**src/rtl/smbw_pkg.sv**
```systemverilog
// Shared types for the SMBus block-write target.
// Assumes: one byte-wide register address space of at most 256 entries.
package smbw_pkg;

    // Position of the target inside one bus transaction.
    typedef enum logic [2:0] {
        ST_IDLE,   // waiting for START
        ST_ADDR,   // receiving the address byte
        ST_CMD,    // receiving the command byte
        ST_COUNT,  // receiving the ignored count byte
        ST_BASE,   // receiving the start register address
        ST_DATA,   // receiving data bytes
        ST_SKIP    // not addressed: stay silent until START or STOP
    } smbw_state_t;

    localparam logic [7:0] SMBW_CMD_BLOCK_WR = 8'hF0;

endpackage

```
**src/rtl/smbw_bus_events.sv**
```systemverilog
// Synchronizes SCL and SDA and reports their edges and the bus conditions.
// Assumes: both lines idle high; SYNC_STAGES >= 2.
module smbw_bus_events #(
    parameter int SYNC_STAGES = 2
) (
    input  logic clk,
    input  logic rst_n,
    input  logic scl_i,
    input  logic sda_i,
    output logic scl_rise,
    output logic scl_fall,
    output logic sda_lvl,
    output logic start_det,
    output logic stop_det
);
    localparam int TOP = SYNC_STAGES - 1;

    logic [TOP:0] scl_pipe;
    logic [TOP:0] sda_pipe;
    logic         scl_prev;
    logic         sda_prev;
    logic         scl_s;
    logic         sda_s;

    // Synchronizer chains plus one history flop per line.
    always_ff @(posedge clk) begin
        if (!rst_n) begin
            scl_pipe <= '1;
            sda_pipe <= '1;
            scl_prev <= 1'b1;
            sda_prev <= 1'b1;
        end else begin
            scl_pipe <= {scl_pipe[TOP-1:0], scl_i};
            sda_pipe <= {sda_pipe[TOP-1:0], sda_i};
            scl_prev <= scl_pipe[TOP];
            sda_prev <= sda_pipe[TOP];
        end
    end

    assign scl_s = scl_pipe[TOP];
    assign sda_s = sda_pipe[TOP];

    // Edge and condition decode on the synchronized lines.
    always_comb begin
        scl_rise  = scl_s & ~scl_prev;
        scl_fall  = ~scl_s & scl_prev;
        sda_lvl   = sda_s;
        start_det = scl_s & scl_prev & sda_prev & ~sda_s;
        stop_det  = scl_s & scl_prev & ~sda_prev & sda_s;
    end

endmodule

```
**src/rtl/smbw_addr_ptr.sv**
```systemverilog
// Register address pointer: loads a start address and advances by one per
// byte, saturating at its maximum. Flags whether it is inside the space.
// Assumes: REG_COUNT <= 2**AW.
module smbw_addr_ptr #(
    parameter int AW        = 8,
    parameter int REG_COUNT = 48
) (
    input  logic          clk,
    input  logic          rst_n,
    input  logic          load,
    input  logic [AW-1:0] load_val,
    input  logic          step,
    output logic [AW-1:0] ptr,
    output logic          in_range
);
    localparam logic [AW-1:0] PTR_MAX = '1;
    localparam logic [AW:0]   LIMIT   = (AW+1)'(REG_COUNT);

    // Pointer update: load wins, step saturates at PTR_MAX.
    always_ff @(posedge clk) begin
        if (!rst_n) begin
            ptr <= '0;
        end else if (load) begin
            ptr <= load_val;
        end else if (step && ptr != PTR_MAX) begin
            ptr <= ptr + AW'(1);
        end
    end

    // Range flag for the current pointer.
    always_comb begin
        in_range = ({1'b0, ptr} < LIMIT);
    end

endmodule

```
**src/rtl/smbw_block_target.sv**
```systemverilog
// SMBus target accepting block writes into a byte-addressed register space.
// Bytes are shifted in on SCL rise; at the SCL fall after bit 8 the byte is
// judged, the acknowledge is driven for the ninth clock and writes issue.
// Assumes: SCL/SDA oversampled by clk; no clock stretching, no reads.
module smbw_block_target
    import smbw_pkg::*;
#(
    parameter logic [6:0] TARGET_ADDR = 7'h2C,
    parameter int         REG_COUNT   = 48,
    parameter int         SYNC_STAGES = 2
) (
    input  logic       clk,
    input  logic       rst_n,
    input  logic       scl_i,
    input  logic       sda_i,
    output logic       sda_oe,
    output logic [7:0] wr_addr,
    output logic [7:0] wr_data,
    output logic       wr_en
);
    localparam int              BYTE_W   = 8;
    localparam int              CNT_W    = $clog2(BYTE_W + 1);
    localparam logic [CNT_W-1:0] ACK_SLOT = CNT_W'(BYTE_W);
    localparam logic [7:0]      ADDR_WR  = {TARGET_ADDR, 1'b0};

    logic              scl_rise, scl_fall, sda_lvl, start_det, stop_det;
    smbw_state_t       state, state_nxt;
    logic [BYTE_W-1:0] shreg;
    logic [CNT_W-1:0]  bit_cnt;
    logic              in_ack;
    logic              byte_done;
    logic              ack_now;
    logic              ptr_load, ptr_step, wr_fire;
    logic [7:0]        ptr;
    logic              in_range;

    smbw_bus_events #(.SYNC_STAGES(SYNC_STAGES)) u_events (
        .clk       (clk),
        .rst_n     (rst_n),
        .scl_i     (scl_i),
        .sda_i     (sda_i),
        .scl_rise  (scl_rise),
        .scl_fall  (scl_fall),
        .sda_lvl   (sda_lvl),
        .start_det (start_det),
        .stop_det  (stop_det)
    );

    smbw_addr_ptr #(.AW(8), .REG_COUNT(REG_COUNT)) u_ptr (
        .clk      (clk),
        .rst_n    (rst_n),
        .load     (ptr_load),
        .load_val (shreg),
        .step     (ptr_step),
        .ptr      (ptr),
        .in_range (in_range)
    );

    assign byte_done = scl_fall && (bit_cnt == ACK_SLOT) && !in_ack;

    // Judge a completed byte: acknowledge, next state, pointer and write.
    always_comb begin
        ack_now   = 1'b0;
        state_nxt = state;
        ptr_load  = 1'b0;
        ptr_step  = 1'b0;
        wr_fire   = 1'b0;
        if (byte_done) begin
            case (state)
                ST_ADDR: begin
                    ack_now   = (shreg == ADDR_WR);
                    state_nxt = ack_now ? ST_CMD : ST_SKIP;
                end
                ST_CMD: begin
                    ack_now   = (shreg == SMBW_CMD_BLOCK_WR);
                    state_nxt = ack_now ? ST_COUNT : ST_SKIP;
                end
                ST_COUNT: begin
                    ack_now   = 1'b1;
                    state_nxt = ST_BASE;
                end
                ST_BASE: begin
                    ack_now   = 1'b1;
                    ptr_load  = 1'b1;
                    state_nxt = ST_DATA;
                end
                ST_DATA: begin
                    ack_now  = 1'b1;
                    ptr_step = 1'b1;
                    wr_fire  = in_range;
                end
                default: begin
                    ack_now = 1'b0;
                end
            endcase
        end
    end

    // Transaction state, bit shifting, acknowledge drive and write port.
    always_ff @(posedge clk) begin
        if (!rst_n) begin
            state   <= ST_IDLE;
            shreg   <= '0;
            bit_cnt <= '0;
            in_ack  <= 1'b0;
            sda_oe  <= 1'b0;
            wr_en   <= 1'b0;
            wr_addr <= '0;
            wr_data <= '0;
        end else if (start_det || stop_det) begin
            state   <= start_det ? ST_ADDR : ST_IDLE;
            bit_cnt <= '0;
            in_ack  <= 1'b0;
            sda_oe  <= 1'b0;
            wr_en   <= 1'b0;
        end else begin
            wr_en <= wr_fire;
            if (wr_fire) begin
                wr_addr <= ptr;
                wr_data <= shreg;
            end
            if (scl_rise && bit_cnt < ACK_SLOT && !in_ack) begin
                shreg   <= {shreg[BYTE_W-2:0], sda_lvl};
                bit_cnt <= bit_cnt + CNT_W'(1);
            end
            if (byte_done) begin
                in_ack <= 1'b1;
                sda_oe <= ack_now;
                state  <= state_nxt;
            end else if (scl_fall && in_ack) begin
                in_ack  <= 1'b0;
                sda_oe  <= 1'b0;
                bit_cnt <= '0;
            end
        end
    end

endmodule

```
**config.mk**
```make
export PLATFORM = sky130hd
export DESIGN_NAME = smbw_block_target
export DESIGN_NICKNAME = d
export VERILOG_FILES = /design/src/rtl/smbw_pkg.sv /design/src/rtl/smbw_bus_events.sv /design/src/rtl/smbw_addr_ptr.sv /design/src/rtl/smbw_block_target.sv
export SDC_FILE = /design/constraint.sdc
export NUM_CORES = 1
export LEC_CHECK = 0
export BUFFER_PORTS_ARGS = -buffer_cell sky130_fd_sc_hd__buf_4
export CAP_MARGIN = 10
export CORE_MARGIN = 3
export CORE_UTILIZATION = 59
export DETAILED_ROUTE_END_ITERATION = 10
export PLACE_DENSITY = 0.8
export SLEW_MARGIN = 40
export SYNTH_ARGS = -nofsm -noshare
export SYNTH_HDL_FRONTEND = slang
export SYNTH_SLANG_ARGS = --single-unit
```
**constraint.sdc**
```tcl
create_clock -name clk -period 2.95 [get_ports clk]
set_input_delay 0.59 -clock clk [delete_from_list [all_inputs] [get_ports clk]]
set_output_delay 0.59 -clock clk [all_outputs]
set_load 0.01 [all_outputs]
```
==> run_results.csv, run 1 <==
group,metric,value,unit
synthesis,yosysUniqueCellTypes,52,
layout,num-nets-final,283,
synthesis,netlist.area_leader.share,0.437,
cts,cts_tree,"built",
route,finalWirelength,4970,um
sta,min_period_over_period,0.629,
sta,clock_skew,0.00548,ns
cts,cts_inserted_buffers,5,
cts,post_cts_buffers,0,
critical_path,slowest_delay,0.73,ns
synthesis,yosys-top-cells-area,"dfxtp_1 44%, nand2_1 6.5%, a21oi_1 5.7%",
placement,gp_congestion,0.889,
critical_path,crit_path_max_fanout,18,
grt,antenna_found_initial,0,
worst_hold_path,hold_end,"u_events.scl_pipe[1]",
flow_run,maxCapViolCount,0,
route,final_antenna_net_count,0,
route,num_vias,1968,
synthesis,async_flop_share,0,
grt,grt_pass1_wl,8410,um
power_and_ir_drop,power_frac_comb,0.042,
power_and_ir_drop,powerDensity,480,nW/um2
layout,num_antenna_cells,0,
cts,cts_hold_buf,0,
synthesis,postSynthNetCount,271,
power_and_ir_drop,swShare,0.223,
cts,root_buffer,"clkbuf_8",
synthesis,yosysWarningCount,0,
critical_path,path_buf_inv,1,
sta,setup_viol,0,
route,via_per_inst,6.09,
layout,drive_gt1_frac,0.144,
sta,fmax,0.539,GHz
power_and_ir_drop,ir_worst_vdd,0.343,mV
power_and_ir_drop,p_sw,0.000264,W
synthesis,synth-main-ff-cell,"dfxtp_1",
sta,holdWs,0.410,ns
power_and_ir_drop,p_leak,0.836,nW
placement,dp_hpwl,3340,um
run_status,run_status,"finished, final reports clean",
synthesis,syn_avg_cell_area,8.34,um2
critical_path,cp-start-kind,"flop",
critical_path,crit_required,3.19,ns
power_and_ir_drop,power_frac_seq,0.560,
synthesis,synth_seq_area_share,0.437,
route,dr.pass1.iters,4,
cts,h-tree-depth,2,
sta,slew_violations,0,
route,route.detailed.wl_per_inst,15.4,um
grt,grt_max_degree,27,
grt,grt-ovfl-total,0,
floorplan,core_region_area,3470,um2
synthesis,syn_area,2200,um2
grt,grt_use_total,0.249,
critical_path,worstPathCellList,"inv_2, or4_1, xor2_1, nor2_1",
critical_path,rrSetupSlack,1.09,ns
floorplan,die_h,67.1,um
worst_hold_path,hp-class,"reg -> reg",
critical_path,ff2ff_path_depth,4,
critical_path,reg2reg_from,"state[0]",
cts,clock_latency,0.30,ns
synthesis,netlist_instances,264,
layout,syn_to_final_growth,12.0,%
sta,tightestPinTransition,0.634,ns
route,drt_iter0_drc,232,
sta,max_slew_margin,0.577,
floorplan,start_util,0.635,
power_and_ir_drop,p_clk_frac,0.398,
sta,totalNegativeSetupSlack,0,ns
synthesis,yosys.area.top_type,"dfxtp_1",
critical_path,regToRegEndpoint,"state[1]",
critical_path,worstSetupStartpoint,"state[0]",
sta,period_needed,1.86,ns
synthesis,yosysMostFrequentCell,"dfxtp_1",
critical_path,critPathTopFamily,"flip-flops",
floorplan,die-width,67.1,um
critical_path,cp.arrival,2.09,ns
cts,path_clk_slew,0.09,ns
critical_path,cp.depth,4,
floorplan,dieArea,4500,um2
cts,cts_sinks,48,
power_and_ir_drop,p_int,0.000919,W
synthesis,synthTopCellsByCount,"48 x dfxtp_1, 38 x nand2_1, 25 x a21oi_1",
grt,grt_pass1_vias,1751,
floorplan,ios,22,
cts,cts_buffer_depth,2,
cts,ctsResizeCount,0,
synthesis,synth_edf_count,0,
worst_hold_path,min_from,"u_events.scl_pipe[0]",
critical_path,slowest_stage,"dfxtp_1",
sta,rsz0062_at_grt,"no",
critical_path,path_class,"reg -> reg",
synthesis,ys_ff_latch,48,
placement,port_buffers,21,
floorplan,rows,21,
worst_hold_path,min_path_cells,1,
critical_path,end_kind,"flop",
route,route.detailed.drc,0,
sta,hold_viol_final,0,
-- cells in the final DEF (no fill, tap or decap), types with 2 or more instances in the layout --
cell / count
a41oi_1: 2
a31oi_1: 3
o21ai_1: 13
inv_2: 2
xor2_1: 2
mux2i_1: 4
o2111ai_1: 2
nand2_1: 38
o32ai_1: 3
nor2_1: 10
o21ai_0: 5
o31ai_1: 3
clkbuf_8: 5
buf_4: 23
nand2b_1: 8
and4bb_2: 2
o221ai_1: 2
nand4_1: 4
nor3_1: 6
nor3b_1: 3
xnor2_1: 2
or4_1: 2
o31a_1: 2
o22ai_1: 4
ha_1: 3
inv_1: 7
nor2b_1: 4
a21oi_1: 25
dfxtp_1: 48
nand3_1: 16
-- worst reg2reg max path, stage by stage (launching register included) --
cell and delay [ns]:
dfxtp_1 0.73, inv_2 0.24, or4_1 0.56, xor2_1 0.15, nor2_1 0.11
-- cell families (layout without fill, tap and decap cells) --
logic type	after synthesis	in the layout	share of synthesized area
xor gates and xnor gates	4	4	0.0159
adders and majority gates	3	3	0.0171
AOI/OAI and AO/OA	73	73	0.208
and+or+nand+nor	105	105	0.254
buffers and inverters	27	40	0.0506
DFF	48	48	0.437
muxes	4	4	0.0182
-- registers in the layout, summed over array words and instances, names as in the netlist --
signal and cells:
wr_data 8, sda_oe 1, bit_cnt 4, u_ptr.ptr 8
u_events.scl_pipe 2, u_events.scl_prev 1, u_events.sda_pipe 2, state 3
wr_addr 8, wr_en 1, u_events.sda_prev 1, shreg 8
in_ack 1
-- worst max path at each step --
stage	endpoint	slack, ns
after detailed placement	wr_addr[4]	1.13
after global placement	wr_addr[5]	1.19
after floorplan	wr_data[5]	1.53
after CTS	wr_addr[4]	1.10
after global routing	wr_addr[4]	0.92
final	state[1]	1.09
-- layer usage --
metal | vias to the layer above | global-route usage | wire, um
li1 | 975 | - | -
met2 | 69 | 0.363 | 2240
met1 | 916 | 0.355 | 2300
met4 | 0 | 0.0810 | 70
met3 | 8 | 0.0590 | 363
met5 | - | 0 | 0
-- per-stage QoR --
| step | utilization | power (W) | setup slack (ns) | instances | cell area [um2] |
|---|---|---|---|---|---|
| final | 0.711 | 0.00118 | 1.09 | 323 | 2460 |
| after global routing | 0.711 | 0.00123 | 0.921 | 323 | 2460 |
| after CTS | 0.711 | 0.00119 | 1.10 | 323 | 2460 |
| after detailed placement | 0.679 | 0.000726 | 1.13 | 315 | 2350 |
| after global placement | 0.679 | 0.000725 | 1.19 | 315 | 2350 |
| after floorplan | - | 0.000713 | 1.53 | 264 | 2200 |
-- area by class of cell --
cell class | instances | area (um2)
Clock buffer | 5 | 68.8
Sequential cell | 48 | 961
Tap cell | 46 | 57.6
Fill cell | 300 | 1000
Multi-Input combinational cell | 189 | 1130
Clock inverter | 3 | 42.5
Timing Repair Buffer | 23 | 173
Inverter | 9 | 33.8
-- power groups by stage --
| stage | clock [W] | combinational, W | sequential (W) |
|---|---|---|---|
| after floorplan | 0 | 0.0000428 | 0.000670 |
| after global placement | 0 | 0.0000486 | 0.000676 |
| after detailed placement | 0 | 0.0000492 | 0.000677 |
| after CTS | 0.000482 | 0.0000499 | 0.000661 |
| after global routing | 0.000508 | 0.0000562 | 0.000663 |
| final | 0.000471 | 0.0000501 | 0.000662 |
Note: power is estimated with default switching activity, not from simulation.
==> run 2: changes to the inputs <==
Settings changed: CORE_UTILIZATION 59 to 52, PLACE_DENSITY 0.8 to 0.74.
Clock period 2.95 ns to 1.5 ns, I/O delays scaled along.
==> run 2 against run 1 <==
Compared with the run above:
- count of clock-buffer cells in the layout did not move
- clock power rose by 100%
- global-route usage fell by 1.8 points
- design area rose by 15%
- first-iteration DRC count fell by 11%
- hold slack got worse by 0.24 ns
- critical path depth rose by 2
- via count rose by 5.5%
- critical path type unchanged
- largest cell class unchanged
- largest power group unchanged
- highest routed layer unchanged
==> run_results.csv, run 2 (same netlist as run 1, synthesis figures left out) <==
group,metric,value,unit
route,num_vias,2076,
sta,setup_ws,0.0120,ns
worst_hold_path,hp-class,"in -> reg",
cts,root_buffer,"clkbuf_8",
grt,grt_pass1_vias,1956,
critical_path,crit_required,1.69,ns
placement,port_buffers,21,
cts,cts_buffer_depth,2,
sta,max_slew_margin,0.727,
critical_path,end_kind,"flop",
cts,clock_latency,0.31,ns
sta,tightestPinTransition,0.405,ns
cts,h-tree-depth,2,
power_and_ir_drop,powerDensity,846,nW/um2
placement,gp_congestion,0.863,
critical_path,reg2reg_from,"bit_cnt[0]",
layout,syn_to_final_growth,28.4,%
critical_path,endpoint,"u_ptr.ptr[5]",
power_and_ir_drop,swShare,0.231,
layout,design_area,2830,um2
run_status,run_status,"finished, final reports clean",
cts,cts_inserted_buffers,5,
placement,place_area,2600,um2
route,dr.pass1.iters,5,
power_and_ir_drop,power_frac_comb,0.062,
layout,num-fill-cells,329,
grt,grt-ovfl-total,0,
cts,cts_sinks,48,
route,final_antenna_net_count,0,
critical_path,cp.arrival,1.68,ns
sta,clock_skew,0.00697,ns
layout,drive_gt1_frac,0.285,
critical_path,cp-start-kind,"flop",
floorplan,dieArea,5050,um2
layout,mostFrequentLayoutCells,"52 x buf_4, 44 x dfxtp_1, 36 x nand2_1",
sta,slew_violations,0,
power_and_ir_drop,p_leak,1.01,nW
route,route.detailed.drc,0,
floorplan,rows,23,
power_and_ir_drop,total_power,0.00239,W
route,via_per_inst,5.78,
grt,grt_use_total,0.230,
floorplan,core_region_area,4030,um2
floorplan,ios,22,
layout,num-nets-final,315,
floorplan,die_h,71.1,um
sta,min_period_over_period,0.992,
sta,totalNegativeSetupSlack,0,ns
power_and_ir_drop,p_int,0.00184,W
grt,grt_max_degree,20,
sta,period_needed,1.49,ns
placement,pre_cts_slack,-0.0737,ns
sta,fmax,0.672,GHz
route,drt_iter0_drc,206,
route,route.detailed.wl_per_inst,15.4,um
critical_path,worstSetupStartpoint,"bit_cnt[0]",
route,finalWirelength,5540,um
worst_hold_path,min_from,"scl_i",
layout,num_antenna_cells,0,
critical_path,regToRegEndpoint,"u_ptr.ptr[5]",
critical_path,rrSetupSlack,0.01,ns
floorplan,die-width,71.1,um
cts,path_clk_slew,0.09,ns
layout,final_common_cell,"buf_4",
critical_path,crit_path_max_fanout,6,
power_and_ir_drop,p_sw,0.000551,W
placement,dp_hpwl,3810,um
sta,hold_viol_final,0,
critical_path,path_class,"reg -> reg",
sta,setup_viol,0,
cts,cts_hold_buf,0,
flow_run,maxCapViolCount,0,
sta,holdWs,0.170,ns
cts,cts_tree,"built",
critical_path,ff2ff_path_depth,6,
grt,grt_pass1_wl,9280,um
grt,antenna_found_initial,0,
power_and_ir_drop,ir_worst_vdd,0.783,mV
sta,rsz0062_at_grt,"yes",
power_and_ir_drop,p_clk_frac,0.396,
power_and_ir_drop,power_frac_seq,0.543,
floorplan,start_util,0.546,
[run 2: area by class of cell]
class / instances / area (um2) / area share
multi-input combinational: 189 / 1220 / 0.432
sequential: 48 / 966 / 0.342
timing repair buffer: 55 / 433 / 0.153
clock buffer: 5 / 68.8 / 0.0243
tap: 50 / 62.6 / 0.0221
clock inverter: 3 / 42.5 / 0.0151
inverter: 9 / 33.8 / 0.0120
[run 2: per-stage QoR]
stage,std cells,utilization
after global routing,359,0.702
final,359,0.702
after CTS,357,0.680
after global placement,349,0.644
after detailed placement,349,0.644
after floorplan,264,-
[run 2: critical path: stages, from the launching register on]
cell and delay, ns:
dfxtp_2 0.33, inv_2 0.07, ha_4 0.13, and4bb_4 0.31, nand3_4 0.12, nor3_1 0.29
o32ai_1 0.12
[run 2: worst min-delay path by stage]
stage                      endpoint  cells past startpoint
2_1_floorplan  u_events.scl_pipe[1]                      1
3_3_place_gp   u_events.scl_pipe[1]                      1
3_5_place_dp   u_events.sda_pipe[1]                      1
4_1_cts        u_events.scl_pipe[0]                      2
5_1_grt        u_events.scl_pipe[0]                      2
6_report       u_events.scl_pipe[0]                      2
[run 2: power by group through the flow]
stage | logic (W) | clock network, W | registers (W)
floorplan | 0.0000842 | 0 | 0.00132
detailed placement | 0.000139 | 0 | 0.00133
global route | 0.000160 | 0.00102 | 0.00130
CTS | 0.000142 | 0.000968 | 0.00130
finish | 0.000148 | 0.000946 | 0.00130
global placement | 0.000139 | 0 | 0.00133
[run 2: repair_timing]
item,CTS,global route
cloned,0,0
gates resized for setup,8,17
setup buffers,0,2
pin swaps,1,2
endpoints found under the setup margin,20,28
[run 2: routing by layer]
layer	global-route usage	up-vias	wire length (um)
met3	0.0511	8	276
met4	0.0835	0	86
met5	0	-	0
li1	-	1039	-
met1	0.319	975	2600
met2	0.352	54	2580
==> run 3: changes to the inputs <==
Settings changed: CORE_UTILIZATION 52 to 58, PLACE_DENSITY 0.74 to 0.78, SYNTH_HIERARCHICAL from default to 1.
Clock period 1.5 ns to 1.4 ns, I/O delays scaled along.
==> run 3 against run 2 <==
Compared with the run above:
- the run now fails in global routing (5_1_grt)
- area after synthesis increased by 1.1%
- synthesized cell count down 4.9%
==> run_results.csv, run 3 <==
group,metric,value,unit
synthesis,synth_edf_count,0,
floorplan,die-width,68.0,um
placement,dp_hpwl,3870,um
floorplan,die_h,68.0,um
run_status,error,"[ERROR DPL-0033] detailed placement checks failed during check placement.",
synthesis,syn_avg_cell_area,8.87,um2
synthesis,synth-main-ff-cell,"dfxtp_1",
synthesis,netlist_instances,251,
floorplan,ios,22,
cts,cts_inserted_buffers,5,
grt,antenna_found_initial,0,
sta,crit_endpoint,"wr_addr[1]$_SDFFE_PN0P_/D",
cts,cts_hold_buf,0,
sta,endpoint_type,"sequential cell input",
placement,port_buffers,21,
synthesis,yosysMostFrequentCell,"nand2_1",
placement,gp_congestion,0.948,
run_status,stop_stage,"global routing (5_1_grt)",
synthesis,syn_area,2230,um2
floorplan,rows,21,
synthesis,ys_ff_latch,48,
synthesis,yosys-top-cells-area,"dfxtp_1 43%, nand2_1 8.3%, mux2i_1 7.2%",
synthesis,yosysUniqueCellTypes,52,
cts,h-tree-depth,2,
grt,grt_max_degree,23,
cts,cts_buffer_depth,2,
cts,cts_sinks,48,
synthesis,postSynthNetCount,258,
synthesis,synth_seq_area_share,0.432,
synthesis,yosysWarningCount,6,
synthesis,netlist.area_leader.share,0.432,
synthesis,async_flop_share,0,
synthesis,yosys.area.top_type,"dfxtp_1",
cts,root_buffer,"clkbuf_8",
placement,place_area,2770,um2
run_status,run_status,"did not finish",
floorplan,start_util,0.632,
synthesis,synthTopCellsByCount,"49 x nand2_1, 48 x dfxtp_1, 16 x mux2i_1",
-- run 3: cell count changes after synthesis, sizes merged, moves of 4 or more --
cell | previous run | this run
a21oi | 25 | 4
nand2 | 38 | 49
mux2i | 4 | 16
nor3 | 6 | 1
o22ai | 4 | 0
a21boi | 0 | 8
o21ai | 19 | 5
-- run 3: repair_timing --
item,CTS
pin swaps,16
cloned,2
setup buffers,13
gates resized for setup,36
endpoints found under the setup margin,42
-- run 3: logic make-up after synthesis --
family / after synthesis / synth area share
AO/OA/AOI/OAI: 46 / 0.161
XOR/XNOR: 4 / 0.0157
adder cells (fa/ha/maj): 3 / 0.0169
buffers and inverters: 23 / 0.0472
flip-flops: 48 / 0.432
multiplexers: 16 / 0.0719
AND/OR/NAND/NOR: 111 / 0.255
-- run 3: stage by stage --
step / setup TNS [ns] / worst slack (ns) / cells
2_1_floorplan: -5.69 / -0.321 / 251
3_3_place_gp: -8.78 / -0.314 / 351
3_5_place_dp: -11.60 / -0.422 / 351
4_1_cts: -6.51 / -0.324 / 373
==> run 4: changes to the inputs <==
Settings changed: CORE_UTILIZATION 58 to 40, PLACE_DENSITY 0.78 to default, PLACE_DENSITY_LB_ADDON from default to 0.15.
==> run 4 against run 3 <==
Compared with the run above:
- the flow now finishes, with violations (negative setup slack)
- area after synthesis unchanged
- synthesized cell count unchanged
==> run_results.csv, run 4 <==
group,metric,value,unit
placement,dp.cells,379,
grt,grt_pass1_wl,9310,um
sta,rsz0062_at_grt,"yes",
synthesis,synth-main-ff-cell,"dfxtp_1",
layout,multiInputGateArea,1410,um2
synthesis,async_flop_share,0,
grt,grt_pass1_vias,1971,
floorplan,die-width,80.6,um
synthesis,yosys-top-cells-area,"dfxtp_1 43%, nand2_1 8.3%, mux2i_1 7.2%",
floorplan,rows,26,
critical_path,cp-start-kind,"flop",
placement,place_area,2830,um2
grt,grt_use_total,0.181,
critical_path,regToRegEndpoint,"u_ptr/ptr[2]",
route,dr.pass1.iters,4,
power_and_ir_drop,p_leak,1.24,nW
critical_path,end_kind,"flop",
cts,cts_inserted_buffers,5,
sta,max_slew_margin,0.777,
run_status,run_status,"finished with violations",
sta,clock_skew,0.00751,ns
grt,antenna_found_initial,0,
power_and_ir_drop,ir_worst_vdd,0.572,mV
sta,hold_viol_final,0,
critical_path,cp.arrival,1.95,ns
power_and_ir_drop,total_power,0.00238,W
sta,totalNegativeSetupSlack,-6.40,ns
layout,design_area,3310,um2
layout,mostFrequentLayoutCells,"69 x buf_4, 47 x nand2_1, 42 x dfxtp_1",
layout,num_antenna_cells,0,
route,drt_iter0_drc,117,
synthesis,synthTopCellsByCount,"49 x nand2_1, 48 x dfxtp_1, 16 x mux2i_1",
cts,h-tree-depth,2,
critical_path,crit_path_max_fanout,6,
layout,num-nets-final,334,
cts,cts_sinks,48,
route,via_per_inst,5.29,
floorplan,die_h,80.6,um
synthesis,syn_area,2230,um2
sta,setup_viol,29,
sta,tightestPinTransition,0.334,ns
synthesis,yosysMostFrequentCell,"nand2_1",
floorplan,start_util,0.425,
critical_path,path_class,"reg -> reg",
synthesis,syn_avg_cell_area,8.87,um2
floorplan,core_region_area,5240,um2
route,num_vias,2104,
synthesis,synth_edf_count,0,
synthesis,yosysUniqueCellTypes,52,
cts,cts_tree,"built",
layout,syn_to_final_growth,48.8,%
cts,path_clk_slew,0.09,ns
cts,cts_buffer_depth,2,
worst_hold_path,hp-class,"in -> reg",
synthesis,ys_ff_latch,48,
layout,final_common_cell,"buf_4",
placement,dp_hpwl,3760,um
layout,stdcell_count,398,
placement,gp_congestion,0.813,
route,finalWirelength,5730,um
power_and_ir_drop,powerDensity,718,nW/um2
layout,post-route-util,0.633,
sta,slew_violations,0,
critical_path,endpoint,"u_ptr/ptr[2]",
critical_path,worstSetupStartpoint,"u_events/scl_prev",
route,route.detailed.drc,0,
sta,period_needed,1.70,ns
route,final_antenna_net_count,0,
cts,root_buffer,"clkbuf_8",
grt,grt_max_degree,24,
placement,port_buffers,21,
critical_path,crit_required,1.64,ns
grt,grt-ovfl-total,0,
run_status,violations,"negative setup slack",
synthesis,synth_seq_area_share,0.432,
critical_path,reg2reg_from,"u_events/scl_prev",
critical_path,rrSetupSlack,-0.30,ns
layout,num-fill-cells,410,
synthesis,postSynthNetCount,258,
synthesis,yosysWarningCount,6,
sta,fmax,0.587,GHz
sta,setup_ws,-0.305,ns
critical_path,ff2ff_path_depth,9,
route,route.detailed.wl_per_inst,14.4,um
layout,drive_gt1_frac,0.421,
cts,clock_latency,0.30,ns
floorplan,ios,22,
synthesis,yosys.area.top_type,"dfxtp_1",
sta,min_period_over_period,1.22,
layout,regArea,973,um2
floorplan,dieArea,6500,um2
synthesis,netlist.area_leader.share,0.432,
flow_run,maxCapViolCount,0,
synthesis,netlist_instances,251,
-- run 4: cell counts after synthesis --
Identical to the previous run, type by type.
-- run 4: kinds of logic (layout without fill, tap and decap cells) --
logic type / after synthesis / in the layout / share of synthesized area
adder cells (fa/ha/maj): 3 / 3 / 0.0169
AO/OA/AOI/OAI: 46 / 46 / 0.161
XOR/XNOR: 4 / 4 / 0.0157
buffers and inverters: 23 / 100 / 0.0472
AND/OR/NAND/NOR: 111 / 111 / 0.255
multiplexers: 16 / 16 / 0.0719
flip-flops: 48 / 48 / 0.432
-- run 4: worst max-delay path, stage by stage, from the launching register on --
cell	delay (ns)
dfxtp_2	0.34
nor2b_2	0.16
nand4b_1	0.17
buf_4	0.19
nor4_4	0.13
buf_6	0.19
buf_8	0.14
nor2_2	0.05
a2bb2oi_2	0.12
o311a_1	0.16
-- run 4: routing by layer --
| layer | global-route usage | wire length (um) |
|---|---|---|
| met5 | 0 | 0 |
| met4 | 0.0507 | 57 |
| met3 | 0.0437 | 266 |
| met2 | 0.276 | 2700 |
| met1 | 0.253 | 2700 |
-- run 4: timing repair --
| item | CTS | global route |
|---|---|---|
| pin swaps | 9 | 21 |
| setup buffers | 9 | 3 |
| resized for setup | 28 | 39 |
| setup endpoints to repair | 40 | 42 |
| hold buffers | 0 | 0 |
| cloned | 2 | 1 |
-- run 4: where the power goes --
| part | internal [W] | switching, W |
|---|---|---|
| clock | 0.000402 | 0.000459 |
| combinational | 0.0000664 | 0.0000739 |
| sequential | 0.00137 | 0.00000655 |
-- run 4: metrics by stage --
stage	hold slack, ns	setup slack (ns)
floorplan	0.353	-0.321
global placement	0.392	-0.376
detailed placement	0.397	-0.409
CTS	0.157	-0.328
global route	0.165	-0.401
finish	0.162	-0.305
-- run 4: area by class of cell --
type | instances | area share
multi-input combinational | 180 | 0.424
sequential | 48 | 0.294
timing repair buffer | 83 | 0.215
tap | 70 | 0.0264
clock buffer | 7 | 0.0261
inverter | 9 | 0.0125
clock inverter | 1 | 0.00227
-- run 4: worst min path at each step --
stage	from	end	cells past startpoint
after global routing	sda_i	u_events/sda_pipe[0]	2
after floorplan	rst_n	u_events/scl_pipe[0]	1
final	sda_i	u_events/sda_pipe[0]	2
after global placement	u_events/scl_pipe[0]	u_events/scl_pipe[1]	1
after CTS	scl_i	u_events/scl_pipe[0]	2
after detailed placement	u_events/sda_pipe[0]	u_events/sda_pipe[1]	1
